--- config.mk ---
export PLATFORM = sky130hd
export DESIGN_NAME = ptrx_top
export DESIGN_NICKNAME = d
export VERILOG_FILES = /design/src/rtl/ptrx_pkg.sv /design/src/rtl/ptrx_window.sv /design/src/rtl/ptrx_ctrl.sv /design/src/rtl/ptrx_datapath.sv /design/src/rtl/ptrx_top.sv
export SDC_FILE = /design/constraint.sdc
export NUM_CORES = 1
export LEC_CHECK = 0
export ABC_AREA = 1
export CAP_MARGIN = 30
export CORE_AREA = 4 4 147 163
export DETAILED_ROUTE_END_ITERATION = 12
export DIE_AREA = 0 0 151 167
export GPL_TIMING_DRIVEN = 0
export PLACE_DENSITY = 0.82
export RECOVER_POWER = 25
export SLEW_MARGIN = 30
export SYNTH_ARGS = -nofsm -noshare
export SYNTH_HDL_FRONTEND = slang
export SYNTH_SLANG_ARGS = --single-unit
--- constraint.sdc ---
create_clock -name clk -period 3.2 [get_ports clk]
set_input_delay 0.64 -clock clk [delete_from_list [all_inputs] [get_ports clk]]
set_output_delay 0.64 -clock clk [all_outputs]
set_load 0.01 [all_outputs]
--- src/rtl/ptrx_pkg.sv ---
package ptrx_pkg;
  typedef enum logic [1:0] {
    MODE_VM64  = 2'd0,
    MODE_ATC64 = 2'd1,
    MODE_ATC32 = 2'd2
  } ptrMode_e;

  typedef struct packed {
    logic load;
    logic drain;
  } ptrxStrobe_t;
endpackage

--- src/rtl/ptrx_window.sv ---
module ptrx_window #(
  parameter int PTR_W  = 64,
  parameter int GRAN_W = 16
) (
  input  logic [PTR_W-1:0] addr,
  input  logic [PTR_W-1:0] baseReg,
  input  logic [PTR_W-1:0] limitReg,
  output logic [PTR_W-1:0] baseFull,
  output logic             hit
);
  localparam logic [PTR_W-1:0] GRAN_MASK = {{(PTR_W-GRAN_W){1'b0}}, {GRAN_W{1'b1}}};

  logic [PTR_W-1:0] limitFull;

  assign baseFull  = baseReg & ~GRAN_MASK;
  assign limitFull = limitReg | GRAN_MASK;
  assign hit       = (addr >= baseFull) && (addr <= limitFull);
endmodule

--- src/rtl/ptrx_ctrl.sv ---
module ptrx_ctrl
  import ptrx_pkg::*;
(
  input  logic        clk,
  input  logic        rstN,
  input  logic        inValid,
  input  logic        outReady,
  output logic        inReady,
  output logic        outValid,
  output ptrxStrobe_t strobe
);
  logic validQ;

  assign inReady      = !validQ || outReady;
  assign strobe.load  = inValid && inReady;
  assign strobe.drain = validQ && outReady;
  assign outValid     = validQ;

  always_ff @(posedge clk) begin
    if (!rstN) begin
      validQ <= 1'b0;
    end else if (strobe.load) begin
      validQ <= 1'b1;
    end else if (strobe.drain) begin
      validQ <= 1'b0;
    end
  end
endmodule

--- src/rtl/ptrx_datapath.sv ---
module ptrx_datapath
  import ptrx_pkg::*;
#(
  parameter int PTR_W     = 64,
  parameter int ADDR_W    = 48,
  parameter int NARROW_W  = 32,
  parameter int GRAN_W    = 16,
  parameter int MT_W      = 3
) (
  input  logic              clk,
  input  logic              rstN,
  input  ptrxStrobe_t       strobe,
  input  logic [PTR_W-1:0]  inPtr,
  input  logic              cfgDataAtc,
  input  logic              cfgPtr32,
  input  logic              isDraw,
  input  logic [PTR_W-1:0]  vmBaseReg,
  input  logic [PTR_W-1:0]  vmLimitReg,
  input  logic [MT_W-1:0]   vmMtype,
  input  logic [PTR_W-1:0]  spBaseReg,
  input  logic [PTR_W-1:0]  spLimitReg,
  input  logic [MT_W-1:0]   spMtype,
  input  logic [MT_W-1:0]   dfltMtype,
  output logic              outAtc,
  output logic [ADDR_W-1:0] outAddr,
  output logic [MT_W-1:0]   outMtype,
  output logic              outHole
);
  localparam int HI_W    = PTR_W - ADDR_W + 1;
  localparam int NUM_WIN = 2;
  localparam int WIN_VM  = 0;
  localparam int WIN_SP  = 1;

  ptrMode_e          mode;
  logic [PTR_W-1:0]  effPtr;
  logic [HI_W-1:0]   hiBits;
  logic              canonical;
  logic              isHole;
  logic              dfltAtc;
  logic [PTR_W-1:0]  winBase  [NUM_WIN];
  logic [PTR_W-1:0]  winLimit [NUM_WIN];
  logic [PTR_W-1:0]  winFull  [NUM_WIN];
  logic [NUM_WIN-1:0] winHit;
  logic [ADDR_W-1:0] vmOffset;

  logic              nxtAtc;
  logic [ADDR_W-1:0] nxtAddr;
  logic [MT_W-1:0]   nxtMtype;
  logic              nxtHole;

  // Mode decode: draw dispatches and a clear data-ATC bit both force GPU-VM mode.
  always_comb begin
    if (isDraw || !cfgDataAtc) mode = MODE_VM64;
    else if (cfgPtr32)         mode = MODE_ATC32;
    else                       mode = MODE_ATC64;
  end

  assign effPtr  = (mode == MODE_ATC32) ? {{(PTR_W-NARROW_W){1'b0}}, inPtr[NARROW_W-1:0]} : inPtr;
  assign dfltAtc = (mode != MODE_VM64);

  assign hiBits    = effPtr[PTR_W-1:ADDR_W-1];
  assign canonical = (hiBits == '0) || (&hiBits);

  assign winBase[WIN_VM]  = vmBaseReg;
  assign winLimit[WIN_VM] = vmLimitReg;
  assign winBase[WIN_SP]  = spBaseReg;
  assign winLimit[WIN_SP] = spLimitReg;

  for (genvar w = 0; w < NUM_WIN; w++) begin : g_win
    ptrx_window #(
      .PTR_W (PTR_W),
      .GRAN_W(GRAN_W)
    ) u_win (
      .addr    (effPtr),
      .baseReg (winBase[w]),
      .limitReg(winLimit[w]),
      .baseFull(winFull[w]),
      .hit     (winHit[w])
    );
  end

  assign vmOffset = ADDR_W'(effPtr - winFull[WIN_VM]);
  assign isHole   = (mode == MODE_ATC64) && !canonical && !winHit[WIN_VM];

  // Result selection in priority order: GPU-VM window, hole, spare window, default.
  always_comb begin
    nxtAtc   = dfltAtc;
    nxtAddr  = effPtr[ADDR_W-1:0];
    nxtMtype = dfltMtype;
    nxtHole  = 1'b0;
    if (winHit[WIN_VM]) begin
      nxtAtc   = 1'b0;
      nxtAddr  = vmOffset;
      nxtMtype = vmMtype;
    end else if (isHole) begin
      nxtAtc   = 1'b0;
      nxtAddr  = '0;
      nxtHole  = 1'b1;
    end else if (winHit[WIN_SP] && (mode != MODE_ATC32)) begin
      nxtMtype = spMtype;
    end
  end

  always_ff @(posedge clk) begin
    if (!rstN) begin
      outAtc   <= 1'b0;
      outAddr  <= '0;
      outMtype <= '0;
      outHole  <= 1'b0;
    end else if (strobe.load) begin
      outAtc   <= nxtAtc;
      outAddr  <= nxtAddr;
      outMtype <= nxtMtype;
      outHole  <= nxtHole;
    end
  end
endmodule

--- src/rtl/ptrx_top.sv ---
module ptrx_top
  import ptrx_pkg::*;
#(
  parameter int MT_W = 3
) (
  input  logic            clk,
  input  logic            rstN,
  input  logic            inValid,
  output logic            inReady,
  input  logic [63:0]     inPtr,
  input  logic            cfgDataAtc,
  input  logic            cfgPtr32,
  input  logic            isDraw,
  input  logic [63:0]     vmBaseReg,
  input  logic [63:0]     vmLimitReg,
  input  logic [MT_W-1:0] vmMtype,
  input  logic [63:0]     spBaseReg,
  input  logic [63:0]     spLimitReg,
  input  logic [MT_W-1:0] spMtype,
  input  logic [MT_W-1:0] dfltMtype,
  output logic            outValid,
  input  logic            outReady,
  output logic            outAtc,
  output logic [47:0]     outAddr,
  output logic [MT_W-1:0] outMtype,
  output logic            outHole
);
  ptrxStrobe_t strobe;

  ptrx_ctrl u_ctrl (
    .clk     (clk),
    .rstN    (rstN),
    .inValid (inValid),
    .outReady(outReady),
    .inReady (inReady),
    .outValid(outValid),
    .strobe  (strobe)
  );

  ptrx_datapath #(
    .PTR_W   (64),
    .ADDR_W  (48),
    .NARROW_W(32),
    .GRAN_W  (16),
    .MT_W    (MT_W)
  ) u_dp (
    .clk       (clk),
    .rstN      (rstN),
    .strobe    (strobe),
    .inPtr     (inPtr),
    .cfgDataAtc(cfgDataAtc),
    .cfgPtr32  (cfgPtr32),
    .isDraw    (isDraw),
    .vmBaseReg (vmBaseReg),
    .vmLimitReg(vmLimitReg),
    .vmMtype   (vmMtype),
    .spBaseReg (spBaseReg),
    .spLimitReg(spLimitReg),
    .spMtype   (spMtype),
    .dfltMtype (dfltMtype),
    .outAtc    (outAtc),
    .outAddr   (outAddr),
    .outMtype  (outMtype),
    .outHole   (outHole)
  );
endmodule

==> results of run 1 <==
## timing repair
action	4_1_cts	5_1_grt
setup endpoints to repair	53	53
buffers inserted	29	13
gates resized for setup	137	131
pin swaps	26	61
gates cloned	5	3
## worst max-delay path, cell delays in order
cell      delay (ns)
buf_8           0.10
inv_6           0.06
nand3_2         0.12
buf_4           0.17
nand2_2         0.08
inv_2           0.08
ha_1            0.30
nand2_1         0.06
inv_2           0.11
nand4_1         0.16
nor3_2          0.32
buf_4           0.17
nand2_2         0.06
nand2_2         0.08
a21oi_4         0.04
nand3_2         0.11
nand2_8         0.10
nand2_8         0.08
nand2_8         0.07
clkinv_8        0.09
buf_8           0.11
nand4_1         0.14
a21oi_1         0.15
## sequential cells by signal (all words and copies together), names as in the netlist
name / count
u_dp.outHole: 1
u_dp.outAddr: 48
u_ctrl.outValid: 1
u_dp.outMtype: 3
u_dp.outAtc: 1
## layer usage
layer	wire length (um)	up-vias
met2	18300	474
li1	-	5380
met4	1670	2
met3	2820	98
met1	13800	4910
met5	12	-
## cell families (layout without fill, tap and decap cells)
group | Yosys count | in the layout | share of synthesized area (%)
compound gates | 283 | 283 | 18.1
fa+ha+maj | 189 | 189 | 26.9
simple gates | 515 | 516 | 25.3
buf+inv | 329 | 710 | 14.7
other cells | 0 | 5 | 0
flops | 54 | 54 | 12.3
xor+xnor | 27 | 27 | 2.69
## worst min path at each step
stage,from,end,slack (ns),cells past startpoint
2_1_floorplan,u_dp.outAddr[0],u_dp.outAddr[0],0.49,2
3_3_place_gp,u_dp.outAddr[7],u_dp.outAddr[7],0.45,2
3_5_place_dp,u_dp.outAddr[12],u_dp.outAddr[12],0.46,2
4_1_cts,u_dp.outAddr[12],u_dp.outAddr[12],0.47,2
5_1_grt,u_dp.outAddr[10],u_dp.outAddr[10],0.48,2
6_report,u_dp.outAddr[12],u_dp.outAddr[12],0.46,2
## through the flow
step           cell area (sq um)  worst slack (ns)  std cells  util, %  TNS (ns)
4_1_cts                    13400           -0.0365       2059     60.5   -0.0431
5_1_grt                    14100           -0.0769       2079     63.7     -1.32
6_report                   14100           0.00909       2079     63.7         0
3_5_place_dp               12400             -1.72       2017     56.3    -83.33
2_1_floorplan               8820            0.0136       1397        -         0
3_3_place_gp               12400             -1.69       2017     56.3    -81.49
## cell usage in the layout (no fill, tap or decap), drive strengths merged, types with 13 or more instances in the layout
master	count
a21oi	152
a31oi	17
buf	63
clkbuf	20
clkdlybuf4s50	284
dfxtp	54
dlygate4sd3	22
ha	188
inv	300
nand2	315
nand3	60
nand4	36
nor2	72
nor3	14
nor4	15
o211ai	13
o21ai	73
xor2	19
## area by class of cell
cell class,instances,area [sq um]
clock buffers,5,125
well taps,295,369
clock inverters,3,25.0
diodes,5,12.5
plain buffers,27,216
multi-input cells,1015,7290
fillers,1917,8030
repair buffers,374,3760
inverters,301,1200
flip-flops and latches,54,1080
## power breakdown
group / internal (W) / switching, W
clock: 0.000294 / 0.000256
combinational: 0.000995 / 0.00109
sequential: 0.000729 / 0.0000298
==> summary.md, run 1 <==
| Metric | Value |
|---|---|
| FMAX | 0.313 GHz |
| Die Width | about 150 um |
| CTS tree | yes |
| Nets | 2303 |
| Leakage Power | 6.98 nW |
| Unique cell type count in the Yosys netlist | 49 |
| M2 GR Usage | 49.2% |
| Max Clock Skew | 0.00265 ns |
| FF-to-FF path depth | 6 |
| Max_slew headroom | between 60% and 70% |
| Top-area cell type share of the netlist area | 26.7% |
| PD cells | between 200 and 250 nW/um^2 |
| Syn_nets | 1922 |
| Most frequent cell after synthesis | nand2_1 |
| Tot Pwr | 0.00339 W |
| Hold crit path type | reg -> reg |
| Clock slew at the register clock pins of the worst setup and hold paths | 0.07 ns |
| Antenna-violating nets left | 0 |
| Synth Flop Type | dfxtp_1 |
| Final hold vios | 0 |
| Crit path time final | 3.19 ns |
| Synth area leaders | ha_1 27%, nand2_1 13%, inv_1 12%, dfxtp_1 12%, a21oi_1 8.1% |
| Yosys top cell by area | ha_1 |
| Synth Register Bits | 54 |
| Last element of the critical path | u_dp.outAtc |
| Total grt overflow | 0 |
| Core footprint | 22100 sq um |
| Worst r2r dst | u_dp.outAddr[40] |
| Critical Path Sink Type | flip-flop |
| Clk_lat worst skew | 0.30 ns |
| Worst slew pin tran | 0.511 ns |
| Post-route clock period utilization | 99.7% |
| Global-route met3 utilization | 5.16% |
| Die area | 25200 sq um |
| Dpl hpwl | ~30 mm |
| First-pass GRT wire length | 53.6 mm |
| Final setup fails | 0 |
| CP required | 3.43 ns |
| Number of synthesized flops with an enable pin | 0 |
| Total number of vias | between 10k and 15k |
| Setup CP Type | in -> reg |
| Total track usage | between 20% and 30% |
| Crit path from | isDraw |
| Hold-fix buffers, CTS | 0 |
| RSZ-0062 raised after global routing | true |
| H-tree Lvls | 2 |
| Vias per cell | 5.23 |
| Standard-cell rows | 57 |
| Maxcap violations | 0 |
| Outcome | finished clean |
| Clock buffer depth | 2 |
| Reg2reg setup slack | 1.51 ns |
| Clk root buf | clkbuf_16 |
| Clock sink count | 54 |
| TritonRoute pass-1 iters | 6 |
| Die height | 167 um |
| RD Place Congestion | 0.946 |
| P&R area growth vs syn | 59.9% |
| Number of buffers created by CTS | 5 |
| Cells after synthesis | between 1k and 1.5k |
| Worst R2R Start | u_ctrl.outValid |
| Largest net degree at the start of global routing | 19 |
| Initial Util | 39.8% |
| Hold WS | 0.462 ns |
| Warnings, synthesis | 0 |
| Post-synthesis sequential area ratio | approximately an eighth |
| IO buf count | ~330 |
| Cell area after synthesis | 8810 sq um |
| Crit Path Max Fanout | 7 |
| Iter 0 DRT Violations | 521 |
| IO Pins | just under 400 |
| Wire length per cell | 17.6 um |
| Drt total wl | 36.6 mm |
| Commonest cells post-synth | 307 x nand2_1, 290 x inv_1, 188 x ha_1 |
| GR met1 Demand/Resource | around 29% |
| Mean post-synth cell area | 6.30 sq um |
| Vias in the first global route | 10.8k |
| Synth async-reset ratio | 0% |
| Most used routing layer in global routing | met2 |
| Share of cells above drive strength 1 | 14.1% |
| Post-route DRC | 0 |
| Maximum vdd ir drop | 213 uV |
| Fin. max-slew vios | 0 |
| Crit path DAT | 3.42 ns |
| Startpoint Class | input pin |
| Initial antenna violation count | 6 |
(Power assumes the default switching activity.)
==> run 2, diff against run 1 <==
CTS_BUF_LIST = sky130_fd_sc_hd__clkbuf_4   (was default)
==> run 2 against run 1 <==
Worst hold slack better by 0.010 ns. Cell count fell by 0.58%. Total power decreased by 8.9%. Clock power shrank 41%. Critical path type unchanged. Critical endpoint unchanged. Largest cell class unchanged.
==> summary.md, run 2 (synthesized netlist as in run 1, its figures left out) <==
| Metric | Value |
|---|---|
| Switching power total | 0.00131 W (-4.3%) |
| Vias in the first global route | 10.6k (-1.7%) |
| Fin. max-slew vios | 0 (unchanged) |
| Clock buffer depth | 2 (unchanged) |
| Total number of vias | 10.7k (-1.6%) |
| Critical Path Sink Type | flip-flop |
| CTS tree | yes |
| Clock slew at the register clock pins of the worst setup and hold paths | 0.16 ns (+0.09 ns) |
| Die Width | 151 um (unchanged) |
| Startpoint Class | input pin |
| Share of cells above drive strength 1 | 12.9% (-1.1 points) |
| Clock share of power | 10.5% (-5.7 points) |
| Most used cell, CP | nand2_1 |
| Sw frac | 42.5% (+2.0 points) |
| Iter 0 DRT Violations | 565 (+8.4%) |
| WP buf/inv | 3 (-5) |
| Int Pwr | 0.00178 W (-12%) |
| IO Pins | 391 (unchanged) |
| Clock sink count | 54 (unchanged) |
| Crit path time final | 3.14 ns (-0.0545 ns) |
| Die height | 167 um (unchanged) |
| Max_slew headroom | 64.9% (-0.69 points) |
| CP peak stage delay | 0.62 ns (+0.30 ns) |
| Clk root buf | clkbuf_4 |
| Outcome | finished clean |
| FMAX | 0.319 GHz (+1.7%) |
| RD Place Congestion | 0.946 (unchanged) |
| Post-route clock period utilization | 98.0% (-1.7 points) |
| Maximum vdd ir drop | 159 uV (-26%) |
| Leakage Power | 6.85 nW (-1.9%) |
| Standard-cell rows | 57 (unchanged) |
| Biggest register | u_dp.outAddr |
| Clk_lat worst skew | 0.41 ns (+0.11 ns) |
| Crit Path Max Fanout | 7 (unchanged) |
| Logic gate share of total power | 65.0% (+3.6 points) |
| PD cells | 225 nW/um^2 (-6.6%) |
| Hold crit path type | reg -> reg |
| Drt total wl | 35.8 mm (-2.4%) |
| Final setup fails | 0 (unchanged) |
| Crit path DAT | 3.49 ns (+0.07 ns) |
| Worst path cell trace | clkdlybuf4s50_1 > ha_4 > nand2_1 > nor2_1 > nand2_1 > nor4_1 > nand2_1 > nand3_1 > nand3_1 > nand3_2 > nand2_4 > nand2_4 > nand2_8 > clkinv_8 > buf_8 > nand4_1 > a21oi_1 |
| Leading cell type in the layout, fill and taps excluded | clkdlybuf4s50_1 |
| Wire length per cell | 17.3 um (-1.8%) |
| CP required | 3.56 ns (+0.13 ns) |
| Vias per cell | 5.17 (-0.98%) |
| Number of buffers created by CTS | 5 (unchanged) |
| Setup CP Type | in -> reg |
| Reg power frac | 24.5% (+2.1 points) |
| Setup TNS | 0 ns (unchanged) |
| Commonest cells after routing, fill and taps aside | 290 x clkdlybuf4s50_1, 273 x nand2_1, 262 x inv_1, 154 x ha_1, 136 x a21oi_1 |
| Regs by FF count | u_dp.outAddr: 48 flops, u_dp.outMtype: 3 flops |
| H-tree Lvls | 2 (unchanged) |
| Final hold vios | 0 (unchanged) |
| Slowest CP cell | clkdlybuf4s50_1 |
| Core footprint | 22100 sq um (unchanged) |
| IO buf count | 325 (unchanged) |
| Total track usage | 26.3% (-0.43 points) |
| Worst slew pin tran | 0.521 ns (+0.0103 ns) |
| Post-route DRC | 0 (unchanged) |
| First-pass GRT wire length | 52.7 mm (-1.6%) |
| P&R area growth vs syn | 56.1% |
| Antenna-violating nets left | 0 (unchanged) |
| Fill count | 1983 (+3.4%) |
| Maxcap violations | 0 (unchanged) |
| Max FFs per register | 48 (unchanged) |
| Nets | 2291 (-0.52%) |
| Total grt overflow | 0 (unchanged) |
| Initial Util | 39.8% (unchanged) |
| Dpl hpwl | 30.1 mm (unchanged) |
| Initial antenna violation count | 6 (unchanged) |
| Layout Utilization | 62.2% (-1.5 points) |
| Die area | 25200 sq um (unchanged) |
| Largest net degree at the start of global routing | 19 (unchanged) |
| Max Clock Skew | 0.0151 ns (+0.0124 ns) |
| TritonRoute pass-1 iters | 7 (+1) |
| Largest delay contributor family on the critical path | simple AND/OR/NAND/NOR gates |
run 2: changes by cell type in the layout (fill, tap and decap cells not counted), moves of 3 or more:
cell | previous run | this run
nand2_8 | 9 | 5
dlymetal6s2s_1 | 7 | 2
buf_6 | 10 | 4
nand2_4 | 5 | 10
dlygate4sd3_1 | 22 | 26
clkbuf_16 | 7 | 1
nand2_2 | 30 | 27
clkbuf_4 | 0 | 5
dlygate4sd2_1 | 8 | 4
clkdlybuf4s50_1 | 284 | 290
o21ai_0 | 54 | 58
buf_4 | 40 | 36
run 2: final timing paths:
check / startpoint / cells after the start / endpoint / slack [ns]
hold reg to reg: u_dp.outAddr[12] / 2 / u_dp.outAddr[12] / 0.47
setup / recovery: inPtr[26] / 17 / u_dp.outAtc / 0.06
hold / removal: u_dp.outAddr[12] / 2 / u_dp.outAddr[12] / 0.47
setup reg to reg: u_ctrl.outValid / 6 / u_dp.outAddr[4] / 1.54
run 2: power by group through the flow:
stage	Sequential (W)	Clock [W]	Combinational, W
floorplan	0.000797	0	0.000954
global placement	0.000771	0	0.00174
detailed placement	0.000773	0	0.00177
CTS	0.000759	0.000325	0.00187
global route	0.000764	0.000348	0.00222
finish	0.000758	0.000324	0.00201
run 2: what timing repair did:
item | in CTS | in global routing
setup endpoints to repair | 53 | 53
pin swaps | 14 | 44
gates resized for setup | 97 | 124
gates cloned | 3 | 1
setup buffers | 18 | 15
hold buffers | 0 | 0
endpoints found under the hold margin | 0 | 0
run 2: final cells by class:
class / instances / area, sq um / area share [%]
Multi-Input combinational cell: 1014 / 7220 / 52.5
Timing Repair Buffer: 362 / 3610 / 26.3
Inverter: 301 / 1180 / 8.57
Sequential cell: 54 / 1080 / 7.86
Tap cell: 295 / 369 / 2.69
Buffer: 28 / 214 / 1.56
Clock buffer: 5 / 37.5 / 0.273
Clock inverter: 3 / 25.0 / 0.182
Antenna cell: 5 / 12.5 / 0.0910
run 2: worst register-to-register path, stage by stage (launching register included):
cell	delay, ns
dfxtp_1	0.36
nand2_1	0.08
nand2_1	0.09
clkbuf_1	0.38
clkbuf_1	0.38
nand2_1	0.11
a21oi_1	0.19
run 2: metrics by stage:
stage	setup WS, ns	cell area, sq um	cells	total power (W)	hold WS (ns)
after floorplan	0.0136	8820	1397	0.00175	0.490
after global placement	-1.69	12400	2017	0.00251	0.451
after detailed placement	-1.72	12400	2017	0.00254	0.455
after CTS	0.0211	13000	2046	0.00295	0.476
after global routing	-0.0471	13700	2067	0.00333	0.495
final	0.0636	13700	2067	0.00309	0.472
run 2: routing by layer:
| layer | global-route usage, % | share of wire (%) |
|---|---|---|
| met2 | 48.6 | 50 |
| met5 | 0 | 0.022 |
| met3 | 4.70 | 7.6 |
| met4 | 10.4 | 4.2 |
| met1 | 29.3 | 38 |
==> run 3, diff against run 2 <==
CTS_CLUSTER_DIAMETER = 100   (was default)
PLACE_DENSITY = 0.79   (was 0.82)
SKIP_LAST_GASP = 1   (was default)
==> run 3 against run 2 <==
Combinational power fell by 2%. Global-route usage shrank 0.96 points. Clock power shrank 5%. Total power down 2.0%. Wire length decreased by 3.9%. Sequential share of layout area increased by 0.11 points. Critical path depth up 3. Count of clock-buffer cells in the layout unchanged. Cell count decreased by 0.87%. Worst hold slack improved by 0.0010 ns. Flip-flop and latch count stayed put. Die area is the same. Largest cell class unchanged. Largest power group unchanged. Highest routed layer is now met4.
==> summary.md, run 3 (synthesized netlist as in run 1, its figures left out) <==
| Metric | Value |
|---|---|
| Vias per cell | 5.10 (-1.3%) |
| Tot Pwr | 0.00303 W (-2.0%) |
| Standard-cell rows | 57 (unchanged) |
| Maximum vdd ir drop | 161 uV (+1.4%) |
| Antenna-violating nets left | 0 (unchanged) |
| IO buf count | 325 (unchanged) |
| Worst path cell trace | clkbuf_4 > nand3_4 > clkbuf_16 > nand2_2 > inv_4 > ha_4 > nand2_2 > nor2_4 > nand4_1 > nor3_4 > and3_4 > nand3_2 > nand3_2 > nand2_4 > nand2_4 > nand2_8 > inv_8 > bufbuf_16 > nand2_1 > a21oi_2 |
| Reg2reg setup slack | 1.55 ns (about the same) |
| Worst R2R Start | u_ctrl.outValid |
| P&R area growth vs syn | 53.9% |
| Max FFs per register | 48 (unchanged) |
| Max Clock Skew | 0.0112 ns (-0.00382 ns) |
| WP buf/inv | 5 (+2) |
| Core footprint | 22100 sq um (unchanged) |
| H-tree Lvls | 2 (unchanged) |
| Clock buffer depth | 2 (unchanged) |
| First-pass GRT wire length | 51.1 mm (-3.1%) |
| Crit path time final | 3.17 ns (+0.0317 ns) |
| CP peak stage delay | 0.27 ns (-0.35 ns) |
| Outcome | finished clean |
| Hold WS | 0.473 ns (+0.000996 ns) |
| Leading cell type in the layout, fill and taps excluded | clkdlybuf4s50_1 |
| Initial Util | 39.8% (unchanged) |
| Clk_lat worst skew | 0.40 ns (about the same) |
| Final setup fails | 0 (unchanged) |
| Startpoint Class | input pin |
| Die area | 25200 sq um (unchanged) |
| Total grt overflow | 0 (unchanged) |
| Clock slew at the register clock pins of the worst setup and hold paths | 0.16 ns (about the same) |
| Hold-fix buffers, CTS | 0 (unchanged) |
| Die height | 167 um (unchanged) |
| Dpl hpwl | 29.4 mm (-2.5%) |
| Fin area | 13500 sq um (-1.4%) |
| Crit Path Max Fanout | 8 (+1) |
| RD Place Congestion | 0.958 (+1.3%) |
| CTS tree | yes |
| Hold Path End | u_dp.outAddr[11] |
| Critical Path Sink Type | flip-flop |
| Dpl cell area | 12400 sq um (unchanged) |
| IO Pins | 391 (unchanged) |
| Die Width | 151 um (unchanged) |
| Commonest cells after routing, fill and taps aside | 293 x clkdlybuf4s50_1, 276 x nand2_1, 267 x inv_1, 156 x ha_1, 137 x a21oi_1 |
| Drt total wl | 34.4 mm (-3.9%) |
| Share of cells above drive strength 1 | 11.2% (-1.7 points) |
| Iter 0 DRT Violations | 534 (-5.5%) |
| Hold path depth | 2 (unchanged) |
| CP required | 3.54 ns (-0.02 ns) |
| Leakage Power | 6.77 nW (-1.2%) |
| Biggest register | u_dp.outAddr |
| Worst r2r dst | u_dp.outAddr[4] |
| Crit path DAT | 3.51 ns (+0.02 ns) |
| Initial antenna violation count | 3 (-3) |
| Maxcap violations | 0 (unchanged) |
| Fin. max-slew vios | 0 (unchanged) |
| FMAX | 0.316 GHz (-1.0%) |
| Wire length per cell | 16.8 um (-3.0%) |
| Setup CP Type | in -> reg |
| Total track usage | 25.3% (-0.96 points) |
| Total number of vias | 10.5k (-2.2%) |
| Slowest CP cell | ha_4 |
| Post-route clock period utilization | 99.0% (+0.99 points) |
| PD cells | 224 nW/um^2 (-0.57%) |
| Largest delay contributor family on the critical path | simple AND/OR/NAND/NOR gates |
| Clk root buf | clkbuf_4 |
| Worst slew pin tran | 0.489 ns (-0.0328 ns) |
| Max_slew headroom | 67.4% (+2.5 points) |
| Regs by FF count | u_dp.outAddr: 48 flops, u_dp.outMtype: 3 flops |
| Clock sink count | 54 (unchanged) |
| Hold Path Origin | u_dp.outAddr[11] |
| Nets | 2276 (-0.65%) |
| Post-route DRC | 0 (unchanged) |
| TritonRoute pass-1 iters | 5 (-2) |
| Vias in the first global route | 10.3k (-2.6%) |
| RSZ-0062 raised after global routing | true |
| Final hold vios | 0 (unchanged) |
| Largest net degree at the start of global routing | 18 (-1) |
| FF-to-FF path depth | 6 (unchanged) |
| Number of buffers created by CTS | 5 (unchanged) |
| Hold crit path type | reg -> reg |
| Layout Utilization | 61.3% (-0.89 points) |
run 3: repair_timing:
| item | 4_1_cts | 5_1_grt |
|---|---|---|
| endpoints found under the setup margin | 53 | 53 |
| gates resized for setup | 105 | 91 |
| hold endpoints to repair | 0 | 0 |
| setup buffers | 16 | 3 |
| pin swaps | 27 | 33 |
| cloned | 2 | 2 |
run 3: per-stage QoR:
stage	worst slack (ns)	cells	setup TNS [ns]
CTS	0.00580	2043	0
floorplan	0.0136	1397	0
global route	-0.0690	2049	-0.233
global placement	-1.61	2017	-79.38
finish	0.0318	2049	0
detailed placement	-1.69	2017	-82.96
run 3: worst max-delay path by stage:
| stage | cells after the start | startpoint | to |
|---|---|---|---|
| finish | 20 | cfgDataAtc | u_dp.outAddr[4] |
| global route | 21 | isDraw | u_dp.outMtype[1] |
| CTS | 23 | isDraw | u_dp.outMtype[1] |
| detailed placement | 23 | cfgDataAtc | u_dp.outAddr[26] |
| global placement | 23 | cfgDataAtc | u_dp.outAddr[26] |
| floorplan | 23 | isDraw | u_dp.outAddr[26] |
run 3: power breakdown:
part	switching (W)	internal [W]	leakage [nW]
clock network	0.000221	0.0000862	0.0293
logic	0.00102	0.000940	6.29
registers	0.0000271	0.000729	0.445
total	0.00127	0.00176	6.77
run 3: cell type report:
cell class                 instances  area [sq um]
fill                            2078          8560
antenna                            2          5.00
multi-input combinational       1014          7140
buffer                            27           204
clock inverter                     3          20.0
timing repair buffer             348          3520
sequential                        54          1080
clock buffer                       5          37.5
inverter                         301          1170
tap                              295           369
run 3: worst min-delay path: cells and delay by family, from the launching register on:
kind / cells / cell delay (ns)
AOI/OAI and AO/OA: 1 / 0.05
DFF: 1 / 0.34
and+or+nand+nor: 1 / 0.06
run 3: layer usage:
layer  up-vias  GRT usage, %  part of all wire, %
met3        75          3.51                  6.7
met1      4707          29.0                   39
met4         0          8.95                  3.8
met2       377          47.2                   50
met5         -             0                    0
li1       5301             -                    -
